File: config.mk
export PLATFORM = sky130hd
export DESIGN_NAME = icrc_flag
export DESIGN_NICKNAME = d
export VERILOG_FILES = /design/src/rtl/icrc_flag.sv
export SDC_FILE = /design/constraint.sdc
export NUM_CORES = 1
export LEC_CHECK = 0
export ABC_AREA = 1
export BUFFER_PORTS_ARGS = -buffer_cell sky130_fd_sc_hd__buf_2
export CAP_MARGIN = 40
export CORE_AREA = 4 4 41 43
export CTS_CLUSTER_DIAMETER = 50
export DETAILED_ROUTE_END_ITERATION = 16
export DIE_AREA = 0 0 45 47
export GPL_ROUTABILITY_DRIVEN = 0
export GPL_TIMING_DRIVEN = 1
export HOLD_SLACK_MARGIN = 0.02
export PLACE_DENSITY = 0.76
export SYNTH_ARGS = -nofsm -noshare
export SYNTH_HDL_FRONTEND = slang
export SYNTH_SLANG_ARGS = --single-unit
export TNS_END_PERCENT = 50
File: constraint.sdc
create_clock -name clk -period 1.3 [get_ports clk]
set_clock_uncertainty 0.2 [all_clocks]
set_input_delay 0.26 -clock clk [delete_from_list [all_inputs] [get_ports clk]]
set_output_delay 0.26 -clock clk [all_outputs]
set_load 0.1 [all_outputs]
File: src/rtl/icrc_flag.sv
// Comparison, result pulse and sticky error flag.
module icrc_flag #(
  parameter int W = 16
) (
  input  logic         clk,
  input  logic         rst_n,
  input  logic         close_fire,
  input  logic [W-1:0] local_crc,
  input  logic [W-1:0] peer_crc,
  input  logic         check_en,
  input  logic         clear,
  output logic         res_valid,
  output logic         res_match,
  output logic         err_q
);
  logic same;
  logic set_err;

  assign same    = (local_crc == peer_crc);
  assign set_err = close_fire && !same && check_en;

  always_ff @(posedge clk) begin
    if (!rst_n) begin
      res_valid <= 1'b0;
      res_match <= 1'b0;
      err_q     <= 1'b0;
    end else begin
      res_valid <= close_fire;
      if (close_fire) res_match <= same;
      if (set_err)    err_q <= 1'b1;   // set wins over clear
      else if (clear) err_q <= 1'b0;
    end
  end
endmodule

* After elaboration in Yosys (flattened, before gate mapping)
Index checks and enable logic that the tools add are counted.
** Operators by class
- Order comparisons :: 0
- Bitwise logic cells :: 0
- Multiply operators :: 0
- Equal/unequal tests :: 1
- Reduce and logical (&&, ||, !) cells :: 4
- Divide/modulo/power cells :: 0
- Multiplexer cells :: 2
- $add $sub $neg :: 0
- Shift-type cells :: 0
** Operators with widths (number)
- 16-bit == test :: 1
- 1-bit logical AND :: 2
- 1-bit two-way mux :: 2
- 2-bit nonzero test :: 1
- 1-bit logical NOT :: 1
** Storage, ports and cells
- Output and inout bits :: 3
- Bits in read-only memories :: 0
- Memories :: 0
- Bits in registers :: 3
- Input bits :: 37
- Bits in writable memories :: 0
- Bits in latches :: 0

* Depth between registers and ports, before layout
- Depth in word-level cells :: 5
- Mapped depth :: 9
- Depth with buffers taken out :: 9

* Worst setup path before layout
No wires, ideal clock.
- Kind :: reg2reg
- Start :: register res_match (netlist name)
- End :: register res_match
- Path buffers :: 0
- Stages on the path, launching flop included :: 3
- Setup slack :: -259 ps
- Data required time :: 1031 ps
- Arrival :: 1290 ps
- Period minus slack after synthesis :: 1559 ps
- Cells stage by stage :: dfxtp_1 o21ai_0 a21oi_2
** RTL lines
- end signal, assigned :: line 29 : if (close_fire) res_match <= same;
- end, declared :: line 13 : output logic res_match,

* Worst setup path after layout
- Start :: register res_valid
- End :: output port res_valid
** RTL lines
- start, declared :: line 12 : output logic res_valid,
- start signal, assigned :: line 28 : res_valid <= close_fire;
No word-level cell between the ends.

==> flow_summary.yaml <==
clocking:
  insertion_delay_ns: 0.23
  post-cts-setup-buffer-count: 0
  clk_pin_slew_ns: 0.04
  clock_path_buffers: 2
  clock_sinks: 3
  postCtsResizedCells: 0
  root_buffer: "clkbuf_4"
  cts_hold_buffers: 0
  cts_tree: "done"
  cts-buffers-inserted: 3
  htree_levels: 1
logic_synthesis:
  synth_top_cell_area_share: 0.384
  synth_cell_types: 8
  yosys.area.top_type: "nand2_1"
  ys_seq_elements: 3
  syn-num-nets: 139
  yosys_warnings: 0
  post_synth_inst_count: 102
  avgSynthCellArea_sq_um: 4.32
  yosysSeqAreaShare: 0.136
  synth_area_sq_um: 440
  synth_area_leaders: "nand2_1 (38%), inv_1 (26%), nor2_1 (17%), dfxtp_1 (14%), a21oi_2 (2.0%)"
sta:
  worst_pin_slew_ns: 0.257
  timing.slew.headroom: 0.827
  setup_violations: 0
  fmax_mhz: 823
  hold_viol: 0
  timing.final.crit_period_ns: 1.21
  rsz0062_at_grt: "no"
  timing.final.crit_share: 0.934
  drv_slew: 0
  tns_ns: 0
place:
  dp.cells: 156
  hpwlAfterDp_mm: 1.08
  postPlaceCellArea_sq_um: 702
  io_buffers: 39
setup_path:
  crit_arrival_ns: 0.75
  path_cells: "buf_12"
  cp.required_ns: 0.84
  crit_family: "flip-flops"
  worst_path_max_delay_cell: "dfxtp_1"
  slowest_delay_ns: 0.34
  end_kind: "output pin"
  cp_num_buf_inv: 1
  worst_setup_path_start_kind: "register"
  worst-path-max-fanout: 1
  critical_path_class: "register to output pin"
route:
  wirelength_mm: 1.16
  wl_per_cell_um: 7.25
  vias: 664
  first_iter_violations: 6
  dr.pass1.iters: 4
  via_per_inst: 4.15
  drc: 0
  ant_nets: 0
finish:
  mostFrequentLayoutCells: "nand2_1 (45), buf_2 (36), inv_1 (30)"
  areaGrowthSynthToFinish_pct: 65.3
  final_util: 0.560
  fin_area_sq_um: 728
  layout.nets: 183
  layout_commonest_cell: "nand2_1"
  n_fill_cell: 148
  instances_no_fill: 160
  drive_gt1_frac: 0.310
  diodes: 0
job:
  drv_cap: 0
power:
  pwr-share-comb: 0.424
  p_seq_frac: 0.224
  power_frac_clock: 0.351
  total_power_w: 0.000458
  irDropWorstVdd_mv: 0.281
  p_leak_nw: 0.538
  cell_internal_pwr_w: 0.000302
  switchingPower_w: 0.000156
  powerDensity_nw_per_um2: 629
  swShare: 0.340
floorplan:
  start_util: 0.338
  core_area_sq_um: 1300
  ios: 40
  die_w_um: 45
  num_rows: 13
  die_area_sq_um: 2120
  die-height_um: 47
global_route:
  grtUsageTotal: 0.123
  grt_max_degree: 5
  grt_first_pass_wirelength_mm: 1.91
  grt_pass1_vias: 590
  grt-ovfl-total: 0
  antenna_found_initial: 0
worst_hold_path:
  worst_hold_path_type: "input pin to register"
status:
  status: "finished, final reports clean"
## power groups by stage
stage	Combinational (W)	Sequential, W	Clock (W)
floorplan	0.0000675	0.000136	0
global placement	0.000189	0.000104	0
detailed placement	0.000196	0.000104	0
CTS	0.000197	0.000103	0.000164
global route	0.000220	0.000103	0.000171
finish	0.000194	0.000103	0.000161
## sequential cells by signal, summed over array words and instances (netlist names)
name and flops:
err_q 1, res_match 1, res_valid 1
## logic make-up after synthesis
logic type,synth area share
simple gates,0.565
compound gates,0.0426
flops,0.136
buf+inv,0.256
## worst paths after layout
kind | start | to | slack (ns) | depth (start not counted)
min | close_fire | res_match | 0.04 | 2
max reg2reg | res_match | res_match | 0.36 | 2
max | res_valid | res_valid | 0.09 | 1
min reg2reg | err_q | err_q | 0.29 | 2
## final cells by class
| class | count | area [sq um] | area share |
|---|---|---|---|
| multi-input combinational | 69 | 268 | 0.368 |
| timing repair buffer | 39 | 240 | 0.330 |
| inverter | 30 | 113 | 0.155 |
| sequential | 3 | 62.6 | 0.0859 |
| clock buffer | 4 | 26.3 | 0.0361 |
| tap | 15 | 18.8 | 0.0258 |
## synth_stat cells
master,count
nand3_1,1
nand2_1,45
dfxtp_1,3
nor2_1,20
inv_1,30
a21oi_1,1
a21oi_2,1
o21ai_0,1
## through the flow
step                      setup slack (ns)  hold slack (ns)
after global routing                0.0699           0.0431
after global placement             0.00955            0.272
final                               0.0856           0.0386
after detailed placement           -0.0164            0.280
after CTS                           0.0794           0.0356
after floorplan                    -0.0690            0.137
## metal layers
metal	share of wire	vias up	global-route usage	wire [um]
li1	-	365	-	-
met1	0.33	264	0.109	386
met2	0.52	31	0.240	602
met3	0.12	4	0.0192	134
met4	0.031	0	0.105	36
met5	0	-	0	0
Power figures use the tool's default switching activity.
